==> src/rtl/nbmt_pkg.sv <==
package nbmt_pkg;
  localparam int DEF_ADDR_W     = 32;
  localparam int DEF_LINE_BYTES = 32;
  localparam int DEF_BEAT_W     = 64;
  localparam int DEF_REG_W      = 5;
  localparam int DEF_ENTRIES    = 2;
  localparam int DEF_RF_PORTS   = 2;

  function automatic int cnt_width(input int beats);
    return (beats > 1) ? $clog2(beats) : 1;
  endfunction
endpackage

==> src/rtl/nbmt_pick.sv <==
module nbmt_pick #(
  parameter int N = 2
) (
  input  logic [N-1:0] free_i,
  output logic [N-1:0] grant_o
);
  always_comb begin
    logic found;
    found   = 1'b0;
    grant_o = '0;
    for (int i = 0; i < N; i++) begin
      if (free_i[i] && !found) begin
        grant_o[i] = 1'b1;
        found      = 1'b1;
      end
    end
  end
endmodule

==> src/rtl/nbmt_entry.sv <==
module nbmt_entry #(
  parameter int LINE_AW = 27,
  parameter int NREGS   = 32,
  parameter int REG_W   = 5,
  parameter int BEATS   = 4,
  parameter int CNT_W   = 2
) (
  input  logic               clk,
  input  logic               rst,
  input  logic               alloc_en,
  input  logic               merge_en,
  input  logic [LINE_AW-1:0] new_line,
  input  logic [REG_W-1:0]   new_dst,
  input  logic               beat_en,
  output logic               valid_o,
  output logic [LINE_AW-1:0] line_o,
  output logic [NREGS-1:0]   dstmask_o,
  output logic               retire_o
);
  logic               valid_q;
  logic [LINE_AW-1:0] line_q;
  logic [NREGS-1:0]   mask_q;
  logic [CNT_W-1:0]   cnt_q;
  logic [NREGS-1:0]   dst_bit;

  assign dst_bit  = NREGS'(1) << new_dst;
  assign retire_o = valid_q && beat_en && (cnt_q == CNT_W'(BEATS - 1));

  always_ff @(posedge clk) begin
    if (rst) begin
      valid_q <= 1'b0;
      line_q  <= '0;
      mask_q  <= '0;
      cnt_q   <= '0;
    end else if (alloc_en) begin
      valid_q <= 1'b1;
      line_q  <= new_line;
      mask_q  <= dst_bit;
      cnt_q   <= '0;
    end else if (retire_o) begin
      valid_q <= 1'b0;
      mask_q  <= '0;
      cnt_q   <= '0;
    end else if (valid_q) begin
      if (beat_en)  cnt_q  <= cnt_q + CNT_W'(1);
      if (merge_en) mask_q <= mask_q | dst_bit;
    end
  end

  assign valid_o   = valid_q;
  assign line_o    = line_q;
  assign dstmask_o = mask_q;


  idle_cnt_zero_chk: assert property (@(posedge clk) disable iff (rst)
    !valid_q |-> (cnt_q == '0));

  mask_nonzero_chk: assert property (@(posedge clk) disable iff (rst)
    valid_q |-> (mask_q != '0));

  retire_clears_chk: assert property (@(posedge clk) disable iff (rst)
    (retire_o && !alloc_en) |=> !valid_q);
endmodule

==> src/rtl/nbmiss_tracker.sv <==
module nbmiss_tracker
  import nbmt_pkg::*;
#(
  parameter int ADDR_W     = DEF_ADDR_W,
  parameter int LINE_BYTES = DEF_LINE_BYTES,
  parameter int BEAT_W     = DEF_BEAT_W,
  parameter int REG_W      = DEF_REG_W,
  parameter int ENTRIES    = DEF_ENTRIES,
  parameter int RF_PORTS   = DEF_RF_PORTS,
  localparam int LINE_AW   = ADDR_W - $clog2(LINE_BYTES),
  localparam int CNT_OUT_W = $clog2(ENTRIES + 1)
) (
  input  logic                        clk,
  input  logic                        rst,
  input  logic                        issue_valid,
  input  logic                        issue_is_mem,
  input  logic [REG_W-1:0]            issue_src_a,
  input  logic [REG_W-1:0]            issue_src_b,
  input  logic                        miss_valid,
  input  logic [LINE_AW-1:0]          miss_line,
  input  logic [REG_W-1:0]            miss_dst,
  input  logic [RF_PORTS-1:0]         refill_valid,
  input  logic [RF_PORTS*LINE_AW-1:0] refill_line,
  output logic                        stall,
  output logic [CNT_OUT_W-1:0]        pend_count
);
  localparam int BEATS = (LINE_BYTES * 8) / BEAT_W;
  localparam int CNT_W = cnt_width(BEATS);
  localparam int NREGS = 1 << REG_W;

  logic [ENTRIES-1:0] ent_valid, ent_retire, ent_beat, live;
  logic [ENTRIES-1:0] miss_hit, merge_en, alloc_en, grant;
  logic [LINE_AW-1:0] ent_line [ENTRIES];
  logic [NREGS-1:0]   ent_mask [ENTRIES];
  logic [NREGS-1:0]   src_bits;
  logic               dep_hit, all_busy;
  logic [CNT_OUT_W-1:0] live_cnt;

  assign live     = ent_valid & ~ent_retire;
  assign src_bits = (NREGS'(1) << issue_src_a) | (NREGS'(1) << issue_src_b);

  genvar gi;
  generate
    for (gi = 0; gi < ENTRIES; gi++) begin : g_ent
      always_comb begin
        ent_beat[gi] = 1'b0;
        for (int p = 0; p < RF_PORTS; p++) begin
          if (refill_valid[p] && refill_line[p*LINE_AW +: LINE_AW] == ent_line[gi])
            ent_beat[gi] = 1'b1;
        end
      end

      assign miss_hit[gi] = live[gi] && (ent_line[gi] == miss_line);
      assign merge_en[gi] = miss_valid && miss_hit[gi];
      assign alloc_en[gi] = miss_valid && !(|miss_hit) && grant[gi];

      nbmt_entry #(
        .LINE_AW(LINE_AW), .NREGS(NREGS), .REG_W(REG_W),
        .BEATS(BEATS), .CNT_W(CNT_W)
      ) entry_i (
        .clk      (clk),
        .rst      (rst),
        .alloc_en (alloc_en[gi]),
        .merge_en (merge_en[gi]),
        .new_line (miss_line),
        .new_dst  (miss_dst),
        .beat_en  (ent_beat[gi]),
        .valid_o  (ent_valid[gi]),
        .line_o   (ent_line[gi]),
        .dstmask_o(ent_mask[gi]),
        .retire_o (ent_retire[gi])
      );
    end
  endgenerate

  nbmt_pick #(.N(ENTRIES)) pick_i (
    .free_i (~live),
    .grant_o(grant)
  );

  always_comb begin
    dep_hit = 1'b0;
    for (int i = 0; i < ENTRIES; i++) begin
      if (live[i] && |(ent_mask[i] & src_bits)) dep_hit = 1'b1;
    end
  end

  assign live_cnt = CNT_OUT_W'($countones(live));
  assign all_busy = (live_cnt == CNT_OUT_W'(ENTRIES));
  assign stall    = issue_valid && (dep_hit || (issue_is_mem && all_busy));

  always_ff @(posedge clk) begin
    if (rst) pend_count <= '0;
    else     pend_count <= CNT_OUT_W'($countones(live | alloc_en));
  end

  function automatic logic has_line(input logic [LINE_AW-1:0] a);
    logic r;
    r = 1'b0;
    for (int i = 0; i < ENTRIES; i++)
      if (ent_valid[i] && ent_line[i] == a) r = 1'b1;
    return r;
  endfunction


  pend_count_match_chk: assert property (@(posedge clk) disable iff (rst)
    pend_count == CNT_OUT_W'($countones(ent_valid)));

  miss_recorded_chk: assert property (@(posedge clk) disable iff (rst)
    (miss_valid && ((|miss_hit) || (|(~live)))) |=> has_line($past(miss_line)));

  full_mem_stall_chk: assert property (@(posedge clk) disable iff (rst)
    (issue_valid && issue_is_mem && pend_count == CNT_OUT_W'(ENTRIES) && !(|ent_retire))
      |-> stall);

  generate
    for (gi = 0; gi < ENTRIES; gi++) begin : g_uniq
      for (genvar gj = gi + 1; gj < ENTRIES; gj++) begin : g_pair

        unique_line_chk: assert property (@(posedge clk) disable iff (rst)
          !(ent_valid[gi] && ent_valid[gj] && ent_line[gi] == ent_line[gj]));
      end
    end
  endgenerate
endmodule

==> config.mk <==
export PLATFORM = sky130hd
export DESIGN_NAME = nbmiss_tracker
export DESIGN_NICKNAME = d
export VERILOG_FILES = /design/src/rtl/nbmt_pkg.sv /design/src/rtl/nbmt_pick.sv /design/src/rtl/nbmt_entry.sv /design/src/rtl/nbmiss_tracker.sv
export SDC_FILE = /design/constraint.sdc
export NUM_CORES = 1
export LEC_CHECK = 0
export BUFFER_PORTS_ARGS = -buffer_cell sky130_fd_sc_hd__buf_2
export CORE_MARGIN = 4
export CORE_UTILIZATION = 40
export CTS_CLUSTER_SIZE = 30
export DETAILED_ROUTE_END_ITERATION = 7
export GPL_TIMING_DRIVEN = 0
export PLACE_DENSITY = 0.57
export SYNTH_ARGS = -nofsm -noshare
export SYNTH_HDL_FRONTEND = slang
export SYNTH_SLANG_ARGS = --single-unit
export TNS_END_PERCENT = 10
==> constraint.sdc <==
create_clock -name clk -period 5.7 [get_ports clk]
set_clock_uncertainty 0.1 [all_clocks]
set_input_delay 0.855 -clock clk [delete_from_list [all_inputs] [get_ports clk]]
set_output_delay 0.855 -clock clk [all_outputs]
set_load 0.1 [all_outputs]
==> summary.md <==
| Metric | Value |
|---|---|
| Internal power | `~1.7 mW` |
| Die area | `between 20000 and 25000 um^2` |
| CTS Hold Buffers Added | `0` |
| Port Buffers | `100` |
| Setup Buffers After CTS | `0` |
| Yosys top cell area share | `about a third` |
| Placed Cells | `1192` |
| Sw Share | `about 28%` |
| Root Driver | `clkbuf_16` |
| Seq. cell area | `2520 um^2` |
| Final GP Congestion | `between 0.9 and 1` |
| Final Slew Violations | `0` |
| Final HPWL DP | `between 20000 and 25000 um` |
| Chip width | `around 140 um` |
| Switch Pwr | `0.668 mW` |
| Total grt overflow | `0` |
| Post_cts resized | `0` |
| Worst Path Required | `4740 ps` |
| CORE AREA | `about 18000 um^2` |
| DR iter-0 viols | `640` |
| Initial Utilization | `between 40% and 50%` |
| Layout cell share with drive strength beyond 1 | `16.4%` |
| Total track usage | `between 20% and 30%` |
| Critical path arrival | `approximately 3300 ps` |
| Period minus WS final | `between 4000 and 5000 ps` |
| Mapped cell area | `7440 um^2` |
| Setup Total Neg Slack | `0 ps` |
| Antenna Cells | `0` |
| Top Ports | `about 110` |
| Vias in the first global route | `6797` |
| Grt met1 use | `between 30% and 40%` |
| Via Count | `slightly above 7000` |
| Top cells by area, synth | `dfxtp_1 (34%), xnor2_1 (13%), mux2i_1 (7.3%)` |
| Post-synthesis async set-or-reset flop share | `0%` |
| Antenna violations before repair | `0` |
| Clock Latency Late Sink | `around 430 ps` |
| TritonCTS Buffers | `17` |
| Largest net degree at the start of global routing | `17` |
| Crit Path Max Fanout | `8` |
| Vias/cell | `5.84` |
| Post-synthesis sequential element count | `between 100 and 150` |
| Syn Nets | `~970` |
| Leak pwr | `3.28 nW` |
| RSZ-0062 raised after global routing | `no` |
| First-pass GRT wire length | `39800 um` |
| Peak supply drop | `roughly 0.22 mV` |
| Sequential fraction of the synthesis area | `33.9%` |
| Gate power share | `approximately 16%` |
| Sequential power share | `between 30% and 40%` |
| Syn Inst Count | `around 860` |
| Area of the multi-input gates | `4620 um^2` |
| Clock power frac | `44.9%` |
| Most used routing layer | `met2` |
| Status | `finished, final reports clean` |
| Hold path depth | `2` |
| Avg WL per Cell | `between 20 and 25 um` |
| TritonCTS Sinks | `126` |
| Crit end category | `output port` |
| Fin Hold WS | `about 360 ps` |
| Most area-hungry cell type in the Yosys netlist | `dfxtp_1` |
| DRT Wirelength | `~27000 um` |
| Final core utilization | `48.5%` |
| Rel. slew slack | `33.8%` |
| Worst-path clk slew | `60 ps` |
| Max Cap Viol | `0` |
| Worst-Margin Slew | `985 ps` |
| DR DRC count | `0` |
| Setup-failing EPs final | `0` |
| Final Hold Vio Count | `0` |
| Worst path max stage delay | `~620 ps` |
| Syn_area_per_cell | `around 8.6 um^2` |
| Bufs on Longest Clock Path | `2` |
| CTS tree | `done` |
| Crit path cell chain | `buf_2, or2_2, clkbuf_1, o22ai_1, a22oi_1, nand4_1, nor4_1, a21oi_1, o21a_1, buf_2` |
| Final net count | `about 1100` |
| Startpoint Class | `input pin` |
| Setup CP Type | `in -> out` |
| Synth-to-Final Area Change | `18.2%` |
| Design Power | `roughly 2.4 mW` |
| Cells on worst reg2reg path | `8` |
| H-tree depth | `4` |
| Filler cell count | `~1800` |
| Post-synth EDFFs | `0` |
| DR pass1 iterations | `6` |
| Final antenna-violating net count | `0` |
| FMAX | `approximately 240 MHz` |
| Met2 usage | `between 40% and 50%` |
| Yosys Warn Count | `0` |
| Hold Path Class | `reg -> reg` |
| Pwr Density | `around 270 nW/um^2` |
| Fin crit share | `about three quarters` |
| Distinct cell type count after synthesis | `50` |
| Met3 Usage GRT | `under 10%` |
| Crit-path most repeated cell | `buf_2` |
| Layout Cells excl Fill | `between 1000 and 1500` |
| Row count | `49` |
| Die Height | `roughly 140 um` |
| Ys flop type | `dfxtp_1` |
| Crit-path slowest cell | `nor4_1` |
cell usage after synthesis, drive strengths merged (4+ instances only):
master	instances
nor2	73
a21oi	26
inv	31
or3b	7
or3	6
nand2	62
o22ai	49
o2111ai	7
clkbuf	24
nand2b	10
nand4	50
or2	4
o21ai	18
xnor2	111
mux2i	54
o211ai	14
xor2	51
nor3	8
o32ai	23
nand3	5
nand3b	8
dfxtp	126
a22oi	32
nor4	19
buf	18
critical path: cells and delay by family:
| family | cells | cell delay [ps] |
|---|---|---|
| AND/OR/NAND/NOR | 3 | 850 |
| buffers and inverters | 3 | 680 |
| AO/OA/AOI/OAI | 4 | 880 |
per-stage QoR:
step	cell area (um^2)	setup WS, ps
4_1_cts	8800	1600
6_report	8800	1460
5_1_grt	8800	1340
3_3_place_gp	8230	1580
3_5_place_dp	8230	1610
2_1_floorplan	7440	2100
final cells by class:
class                      instances  area share (%)
multi-input combinational        664            52.5
sequential                       126            28.7
timing repair buffer             100            5.69
clock buffer                      21            5.46
tap                              229            3.26
buffer                            42            2.10
inverter                          31            1.32
clock inverter                     6           0.995
cells in the final DEF (no fill, tap or decap), types with 7 or more instances in the layout:
| cell | Yosys | final |
|---|---|---|
| nor2_1 | 73 | 73 |
| o21ai_0 | 17 | 17 |
| a22oi_1 | 32 | 32 |
| clkbuf_16 | 0 | 17 |
| buf_2 | 16 | 116 |
| nand4_1 | 50 | 50 |
| nor4_1 | 19 | 19 |
| a21oi_1 | 25 | 25 |
| dfxtp_1 | 126 | 126 |
| xnor2_1 | 111 | 111 |
| o211ai_1 | 14 | 14 |
| nand2_1 | 62 | 62 |
| o22ai_1 | 47 | 47 |
| nor3_1 | 8 | 8 |
| nand3b_1 | 8 | 8 |
| or3b_2 | 7 | 7 |
| mux2i_1 | 54 | 54 |
| clkbuf_1 | 24 | 24 |
| nand2b_1 | 10 | 10 |
| xor2_1 | 51 | 51 |
| inv_1 | 31 | 31 |
| o32ai_1 | 23 | 23 |
kinds of logic after synthesis:
kind of cell             count (synthesis)  synth area share [%]
multiplexers                            54                  7.26
AO/OA/AOI/OAI                          180                  17.1
AND/OR/NAND/NOR                        265                  18.1
buffers and inverters                   73                  4.05
adder cells (fa/ha/maj)                  3                 0.504
flip-flops                             126                  33.9
XOR/XNOR                               162                  19.1
registers in the layout, indices dropped and copies added (netlist names):
register	flops
g_ent.entry_i.line_o	54
g_ent.entry_i.cnt_q	4
g_ent.entry_i.valid_o	2
pend_count	2
g_ent.entry_i.dstmask_o	64
worst paths after layout:
kind                            startpoint                             to  slack (ps)
max                         issue_src_b[1]                          stall        1460
min reg2reg  g_ent[1].entry_i.dstmask_o[6]  g_ent[1].entry_i.dstmask_o[6]         360
min          g_ent[1].entry_i.dstmask_o[6]  g_ent[1].entry_i.dstmask_o[6]         360
max reg2reg     g_ent[1].entry_i.line_o[0]  g_ent[1].entry_i.dstmask_o[8]        2300
metal layers:
layer / up-vias / share of wire, % / wire length [um]
li1: 3387 / - / -
met1: 3341 / 44 / 11700
met2: 343 / 45 / 12200
met3: 49 / 7.7 / 2070
met4: 0 / 3.2 / 864
met5: - / 0 / 0
power by group through the flow:
stage               registers (mW)  clock network [mW]  logic, mW
floorplan                    0.960                   0      0.219
global placement             0.959                   0      0.375
detailed placement           0.960                   0      0.374
CTS                          0.941                1.09      0.376
global route                 0.945                1.12      0.407
finish                       0.941                1.08      0.380
Note: power is estimated with default switching activity, not from simulation.
